**src/rtl/pcm_frame_timer.sv**
```systemverilog
module pcm_frame_timer #(
  parameter int LEN_W      = 10,
  parameter int WARM_EDGES = 4
) (
  input  logic             clk,
  input  logic             rst_n,
  input  logic             en,
  input  logic             stby_off,
  input  logic [LEN_W-1:0] frame_len_m1,
  input  logic [LEN_W-1:0] sync_len,
  input  logic             clk_slave,
  input  logic             fs_slave,
  input  logic             clk_norm,
  input  logic             fs_inv,
  input  logic             half_tick,
  input  logic             bclk_i,
  input  logic             fs_i,
  output logic             bclk_o,
  output logic             fs_o,
  output logic [LEN_W-1:0] bit_pos,
  output logic             bit_tick,
  output logic             frame_start
);
  localparam int WW = $clog2(WARM_EDGES + 1);

  logic             run;
  logic             bclk_q, bclk_d;
  logic             fsn_prev, primed;
  logic [WW-1:0]    warm;
  logic [LEN_W-1:0] pos_q, pos_nxt;
  logic             fs_q, tick_q, start_q;
  logic             edge_m, edge_s, act, ready;
  logic             fsn, ext_start, last, go_start, advance;

  assign run       = en & stby_off;
  assign edge_m    = run & half_tick & (bclk_q != clk_norm);
  assign edge_s    = run & (bclk_i != bclk_d) & (bclk_i == clk_norm);
  assign act       = clk_slave ? edge_s : edge_m;
  assign ready     = (warm == WW'(WARM_EDGES));
  assign fsn       = fs_i ^ fs_inv;
  assign ext_start = fsn & ~fsn_prev;
  assign last      = (pos_q == frame_len_m1);
  assign go_start  = fs_slave ? ext_start : (~primed | last);
  assign pos_nxt   = (go_start | last) ? '0 : pos_q + LEN_W'(1);
  assign advance   = act & ready & (fs_slave ? (primed | ext_start) : 1'b1);

  always_ff @(posedge clk or negedge rst_n) begin
    if (!rst_n) begin
      bclk_q   <= 1'b0;
      bclk_d   <= 1'b0;
      fsn_prev <= 1'b1;
      primed   <= 1'b0;
      warm     <= '0;
      pos_q    <= '0;
      fs_q     <= 1'b0;
      tick_q   <= 1'b0;
      start_q  <= 1'b0;
    end else begin
      bclk_d  <= bclk_i;
      tick_q  <= 1'b0;
      start_q <= 1'b0;
      if (!run) begin
        bclk_q   <= 1'b0;
        fsn_prev <= 1'b1;
        primed   <= 1'b0;
        warm     <= '0;
        pos_q    <= '0;
        fs_q     <= fs_inv;
      end else begin
        if (half_tick && !clk_slave) bclk_q <= ~bclk_q;
        if (act) fsn_prev <= fsn;
        if (act && !ready) warm <= warm + WW'(1);
        if (advance) begin
          primed  <= 1'b1;
          pos_q   <= pos_nxt;
          tick_q  <= 1'b1;
          start_q <= go_start;
          fs_q    <= fs_inv ^ (~fs_slave & (pos_nxt < sync_len));
        end else if (!primed) begin
          fs_q <= fs_inv;
        end
      end
    end
  end

  assign bclk_o      = bclk_q;
  assign fs_o        = fs_q;
  assign bit_pos     = pos_q;
  assign bit_tick    = tick_q;
  assign frame_start = start_q;

  assert_quiet_when_off_R10: assert property (@(posedge clk) disable iff (!rst_n)
    !run |=> (!bit_tick && !frame_start && bit_pos == '0));

  assert_no_early_frame_R2: assert property (@(posedge clk) disable iff (!rst_n)
    bit_tick |-> ready);

  assert_start_at_zero_R3: assert property (@(posedge clk) disable iff (!rst_n)
    frame_start |-> (bit_tick && bit_pos == '0));

  assert_single_pulse_R9: assert property (@(posedge clk) disable iff (!rst_n)
    bit_tick |=> !bit_tick);

  assert_bclk_toggles_R5: assert property (@(posedge clk) disable iff (!rst_n)
    (run && !clk_slave && half_tick) |=> (bclk_o != $past(bclk_o)));

  assert_bclk_quiet_slave_R6: assert property (@(posedge clk) disable iff (!rst_n)
    (clk_slave && $past(clk_slave) && !$past(bclk_o)) |-> !bclk_o);

  assert_fs_active_at_start_R4: assert property (@(posedge clk) disable iff (!rst_n)
    (frame_start && !fs_slave && $stable(sync_len) && $stable(fs_inv) && sync_len != '0)
      |-> (fs_o == ~fs_inv));
endmodule

```
**config.mk**
```make
export PLATFORM = sky130hd
export DESIGN_NAME = pcm_frame_timer
export DESIGN_NICKNAME = d
export VERILOG_FILES = /design/src/rtl/pcm_frame_timer.sv
export SDC_FILE = /design/constraint.sdc
export NUM_CORES = 1
export LEC_CHECK = 0
export ABC_AREA = 1
export BUFFER_PORTS_ARGS = -buffer_cell sky130_fd_sc_hd__buf_2
export CAP_MARGIN = 20
export CORE_MARGIN = 2
export CORE_UTILIZATION = 43
export CTS_CLUSTER_SIZE = 16
export DETAILED_ROUTE_END_ITERATION = 16
export GPL_TIMING_DRIVEN = 0
export PLACE_DENSITY = 0.8
export SETUP_SLACK_MARGIN = 0.5
export SYNTH_ARGS = -nofsm -noshare
export SYNTH_HDL_FRONTEND = slang
export SYNTH_SLANG_ARGS = --single-unit
```
**constraint.sdc**
```tcl
create_clock -name clk -period 3.64 [get_ports clk]
set_clock_uncertainty 0.15 [all_clocks]
set_input_delay 0.546 -clock clk [delete_from_list [all_inputs] [get_ports clk]]
set_output_delay 0.546 -clock clk [all_outputs]
set_load 0.02 [all_outputs]
```
==> results of run 1 <==
layout make-up:
type                            instances  area, µm²  share of cell area
Buffer                                  2       10.0             0.00545
Clock inverter                          1       30.0              0.0163
Inverter                               51        191               0.104
Multi-Input combinational cell        140        803               0.437
Sequential cell                        20        502               0.273
Timing Repair Buffer                   44        220               0.120
Tap cell                               46       57.6              0.0313
Clock buffer                            3       22.5              0.0123
flip-flops by register name, summed over array words and instances (netlist names):
name         cells
bit_tick         1
fs_o             1
primed           1
bclk_d           1
fsn_prev         1
bclk_o           1
warm             3
bit_pos         10
frame_start      1
path summary, 6_finish.rpt:
| kind | startpoint | to | slack [ps] | cells after the start |
|---|---|---|---|---|
| worst max register to register | bit_pos[0] | fs_o | 630 | 22 |
| min in group clk | bclk_i | bclk_d | 210 | 1 |
| worst max-delay path | bit_pos[0] | fs_o | 630 | 22 |
| max in group asynchronous | rst_n | fsn_prev | 2990 | 1 |
| worst min-delay path | rst_n | bit_pos[0] | 6 | 1 |
| worst min register to register | warm[2] | warm[2] | 320 | 1 |
placed cells by master (no fill, tap or decap), drive strengths merged:
| master | count |
|---|---|
| nor4 | 1 |
| o21a | 1 |
| inv | 51 |
| nand3b | 1 |
| nand3 | 13 |
| nand2 | 49 |
| nor2 | 18 |
| o22ai | 8 |
| xnor2 | 6 |
| clkbuf | 3 |
| a21oi | 6 |
| bufinv | 1 |
| xor2 | 3 |
| a22oi | 1 |
| nand4 | 1 |
| dfrtp | 19 |
| buf | 46 |
| or2 | 1 |
| o211ai | 1 |
| nor3 | 4 |
| o21ai | 13 |
| ha | 12 |
| a211oi | 1 |
| dfstp | 1 |
power groups by stage:
| stage | combinational [W] | clock (W) | sequential (W) |
|---|---|---|---|
| global placement | 0.0000631 | 0 | 0.000231 |
| global route | 0.0000744 | 0.000196 | 0.000227 |
| CTS | 0.0000652 | 0.000192 | 0.000227 |
| finish | 0.0000640 | 0.000187 | 0.000227 |
| detailed placement | 0.0000645 | 0 | 0.000231 |
| floorplan | 0.0000326 | 0 | 0.000232 |
through the flow:
stage	total power [W]	instance area (µm²)	setup WS (ps)
3_3_place_gp	0.000294	1780	549
6_report	0.000477	1840	625
2_1_floorplan	0.000265	1510	963
3_5_place_dp	0.000296	1780	542
4_1_cts	0.000484	1840	592
5_1_grt	0.000497	1840	328
synthesized netlist by cell type (all sizes together) (3+ instances only):
cell type,instances
inv,51
nand2,49
dfrtp,19
nor2,18
nand3,13
o21ai,13
ha,12
o22ai,8
a21oi,6
xnor2,6
nor3,4
xor2,3
worst max-delay path, delay by kind of cell (launching register included):
kind / cells / cell delay (ps)
AND/OR/NAND/NOR: 15 / 1450
flip-flops: 1 / 450
AO/OA/AOI/OAI: 3 / 350
adder cells (fa/ha/maj): 1 / 280
buffers and inverters: 3 / 240
layer usage:
metal	routed length, µm	vias to the layer above	track usage
met5	0	-	0
met4	46	0	0.0652
met3	201	5	0.0125
met2	1450	43	0.307
met1	1540	623	0.236
li1	-	763	-
cell families (layout without fill, tap and decap cells):
kind of cell,Yosys count,after routing,share of synthesized area
flip-flops,20,20,0.333
XOR/XNOR,9,9,0.0523
adder cells (fa/ha/maj),12,12,0.0997
buffers and inverters,53,101,0.134
AO/OA/AOI/OAI,31,31,0.120
AND/OR/NAND/NOR,88,88,0.262
==> impl_metrics.ini, run 1 <==
[timing]
min_period_ps = 3010
fin_setup_tns_ps = 0
worst_pin_slew_ps = 453
finalHoldViolCount = 0
maxSlewViolCount = 0
fmax_mhz = 332
rsz0062_at_grt = yes
setup_viol = 0
min_period_over_period = 0.828
whs_ps = 5.93
relSlewSlack = 0.698

[floorplanning]
ioPinCount = 45
num_rows = 21
core_area_um2 = 3360
dieArea_um2 = 3990
fp.dieH_um = 63.2
initial_utilization = 0.448
die_x_um = 63.2

[yosys]
avgSynthCellArea_um2 = 7.07
synthFlopType = dfrtp_1
synthArstFlopShare = 1.00
syn-cell-area_um2 = 1510
yosysUniqueCellTypes = 27
synth_edf_count = 0
syn_inst = 213
yosysWarnings = 0
yosys.area.top_type_share = 0.316
ys_ff_latch = 20
synth_nets = 256
seq_area_frac_synth = 0.333
synthTopCellsByArea = dfrtp_1 (32%), inv_1 (12%), nand2_1 (11%), ha_1 (10%), nand3_1 (4.3%)
synth_top_area_cell = dfrtp_1

[critical_path]
path_cells = inv_1, nand2_1, nand2_1, nor2_1, nand2_1, nor2_2, nand2_2, nand2_1, nand2_1, nand2_2, inv_2, nand3_1, inv_1, ha_1, a21oi_1, o21ai_0, nor4_1, o21ai_0, nor2_1, nand3_1, nand3_1, nand2_1
worst-path-max-fanout = 7
crit_type = register to register
crit_arrival_ps = 3080
critPathSlowestCell = dfrtp_1
critPathMaxStageDelay_ps = 450
path_common_cell = nand2_1
worst_setup_path_start_kind = register
end_kind = register
crit_required_ps = 3700

[clocking]
cts_made_buffers = 3
cts_max_path_buffers = 2
cts_setup_buffers = 0
cts_root_buf = clkbuf_4
h-tree-depth = 1
cts-resized-gates = 0
ctsHoldBuffers = 0
clk_transition_reported_paths_ps = 120
cts_sinks = 20
clock_latency_ps = 320
cts_tree = yes

[placed_design]
dp.cells = 303
place_congestion = 0.853
numPortBuffers = 44
hpwl_um = 2590

[final_layout]
stdcell_count = 307
n_antenna_cell = 0
syn2layout_area_growth_pct = 21.9
fin_nets = 305
drive_gt1_frac = 0.245
fillCellCount = 337
final_core_util = 0.546

[min_path]
min-delay-path-class = input port to async pin

[detailed_routing]
drt_drc_violations_left = 0
viasPerCell = 4.67
ant_nets = 0
first_pass_iters = 4
drt_iter0_markers = 50
wl_um = 3250
vias = 1434
wl_per_cell_um = 10.6

[global_routing]
grt_max_degree = 21
grt_overflow = 0
grt_use_total = 0.178
grt_pass1_vias = 1401
grt_pass1_wl_um = 5780
antenna_found_initial = 0

[power]
intPower_w = 0.000364
ir_drop_uv = 146
p_per_area_nw_per_um2 = 260
p_clk_frac = 0.391
p_switching_w = 0.000113
p_sw_frac = 0.238
p_comb_frac = 0.134
leakage_nw = 1.07
p_seq_frac = 0.475

[job]
drv_cap = 0

[run_status]
status = finished clean
Power figures use the tool's default switching activity.
==> inputs of run 2 (changes only) <==
- ABC_AREA: 1 -> 0
- clock period: 3.64 -> 3.1 ns (I/O delays scaled with it)
==> impl_metrics.ini, run 2 <==
[detailed_routing]
drt_iter0_markers = 49
drt_drc_violations_left = 0
viasPerCell = 5.13
ant_nets = 0
wl_um = 3470
vias = 1401
wl_per_cell_um = 12.7
first_pass_iters = 4

[yosys]
syn-cell-area_um2 = 1470
syn_inst = 167
ys_ff_latch = 20
yosysUniqueCellTypes = 36
yosys.area.top_type_share = 0.323
yosysWarnings = 0
yosys.cell_count.top_type = dfrtp_1
synthFlopType = dfrtp_1
avgSynthCellArea_um2 = 8.80
synth_top_area_cell = dfrtp_1
synth_common_cells = dfrtp_1 (19), nor2_1 (17), o21ai_0 (15)
synth_nets = 210
seq_area_frac_synth = 0.341
synth_edf_count = 0
synthTopCellsByArea = dfrtp_1 (32%), ha_1 (10%), xnor2_1 (7.1%), xor2_1 (6.0%), o21ai_0 (5.1%)
synthArstFlopShare = 1.00

[floorplanning]
die_x_um = 62.5
num_rows = 21
dieArea_um2 = 3900
core_area_um2 = 3310
fp.dieH_um = 62.5
initial_utilization = 0.444
ioPinCount = 45

[placed_design]
place_congestion = 0.782
hpwl_um = 2530
numPortBuffers = 44

[critical_path]
crit_required_ps = 3180
crit_type = register to register
worst-path-max-fanout = 7
worst_setup_path_start_kind = register
worst-r2r-setup-slack_ps = 120
crit_arrival_ps = 3060
end_kind = register

[timing]
min_period_ps = 2980
rsz0062_at_grt = yes
fmax_mhz = 335
setup_viol = 0
relSlewSlack = 0.694
finalHoldViolCount = 0
worst_pin_slew_ps = 460
min_period_over_period = 0.962
maxSlewViolCount = 0
whs_ps = 143

[job]
drv_cap = 0

[final_layout]
drive_gt1_frac = 0.396
final_cell_mix = buf_2 (45), nor2_1 (16), o21ai_0 (14)
fin_nets = 271
final_core_util = 0.608
n_antenna_cell = 0
syn2layout_area_growth_pct = 37.0
largest_reg_flops = 10
mostFrequentLayoutCell = buf_2

[power]
p_per_area_nw_per_um2 = 236
leakage_nw = 1.03
ir_drop_uv = 151

[clocking]
cts_tree = yes
cts_made_buffers = 3
cts_max_path_buffers = 2
clock_latency_ps = 310
cts_root_buf = clkbuf_4
cts_sinks = 20
clk_transition_reported_paths_ps = 130
h-tree-depth = 1

[global_routing]
grt_max_degree = 21
grt_pass1_wl_um = 5780
grt_overflow = 0
antenna_found_initial = 0
grt_pass1_vias = 1358
grt_use_total = 0.181

[min_path]
min-delay-path-class = input port to register

[run_status]
status = finished clean
[run 2: per-stage QoR]
step                TNS (ps)  total power [W]  std cells  setup WS, ps  cell area (µm²)
global placement        -141         0.000340        257          -141             1810
CTS                        0         0.000476        267           117             1930
floorplan                  0         0.000306        167           253             1530
detailed placement      -243         0.000342        257          -243             1810
global route           -21.3         0.000503        273         -21.3             2010
finish                     0         0.000476        273           118             2010
[run 2: layout make-up]
| cell class | instances | area, µm² |
|---|---|---|
| fillers | 288 | 1300 |
| multi-input cells | 134 | 1050 |
| flip-flops and latches | 20 | 510 |
| repair buffers | 56 | 313 |
| well taps | 46 | 57.6 |
| inverters | 11 | 41.3 |
| clock buffers | 4 | 26.3 |
| plain buffers | 2 | 12.5 |
[run 2: where the power goes]
part	switching [W]	internal, W	total, W
Clock	0.0000843	0.0000502	0.000135
Sequential	0.00000176	0.000264	0.000266
Combinational	0.0000416	0.0000343	0.0000758
Total	0.000128	0.000348	0.000476
[run 2: final timing paths]
path	start	to	cells past startpoint
max in group asynchronous	rst_n	fsn_prev	2
hold reg to reg	fs_o	fs_o	2
min in group asynchronous	rst_n	bit_pos[7]	2
setup reg to reg	bit_pos[0]	fs_o	13
hold / removal	bclk_i	bclk_d	1
setup / recovery	bit_pos[0]	fs_o	13
[run 2: kinds of logic (layout without fill, tap and decap cells)]
kind of cell | count (synthesis) | after routing | share of synthesized area
xor+xnor | 22 | 22 | 0.131
simple gates | 65 | 65 | 0.241
fa+ha+maj | 12 | 12 | 0.102
buf+inv | 13 | 73 | 0.0366
flops | 20 | 20 | 0.341
compound gates | 35 | 35 | 0.148
[run 2: worst max-delay path, stage by stage, from the launching register on]
cell	delay, ps
dfrtp_2	490
and3_4	220
and3_4	200
and3_4	200
and3_4	210
xnor2_4	130
nor2_1	80
ha_1	280
and4_4	160
nand3_2	100
a2111oi_4	40
o2bb2ai_2	130
or3_1	370
a31oi_1	130
[run 2: what timing repair did]
| item | 4_1_cts | 5_1_grt |
|---|---|---|
| pin swaps | 7 | 6 |
| buffers inserted | 5 | 6 |
| hold buffers | 1 | 0 |
| setup endpoints to repair | 1 | 1 |
| hold endpoints to repair | 19 | 0 |
| resized for setup | 11 | 6 |
[run 2: metal layers]
metal  part of all wire  GRT usage  vias up
li1                   -          -      706
met1               0.42      0.221      655
met2               0.53      0.335       40
met3              0.053     0.0414        0
met4                  0     0.0222        0
met5                  0          0        -
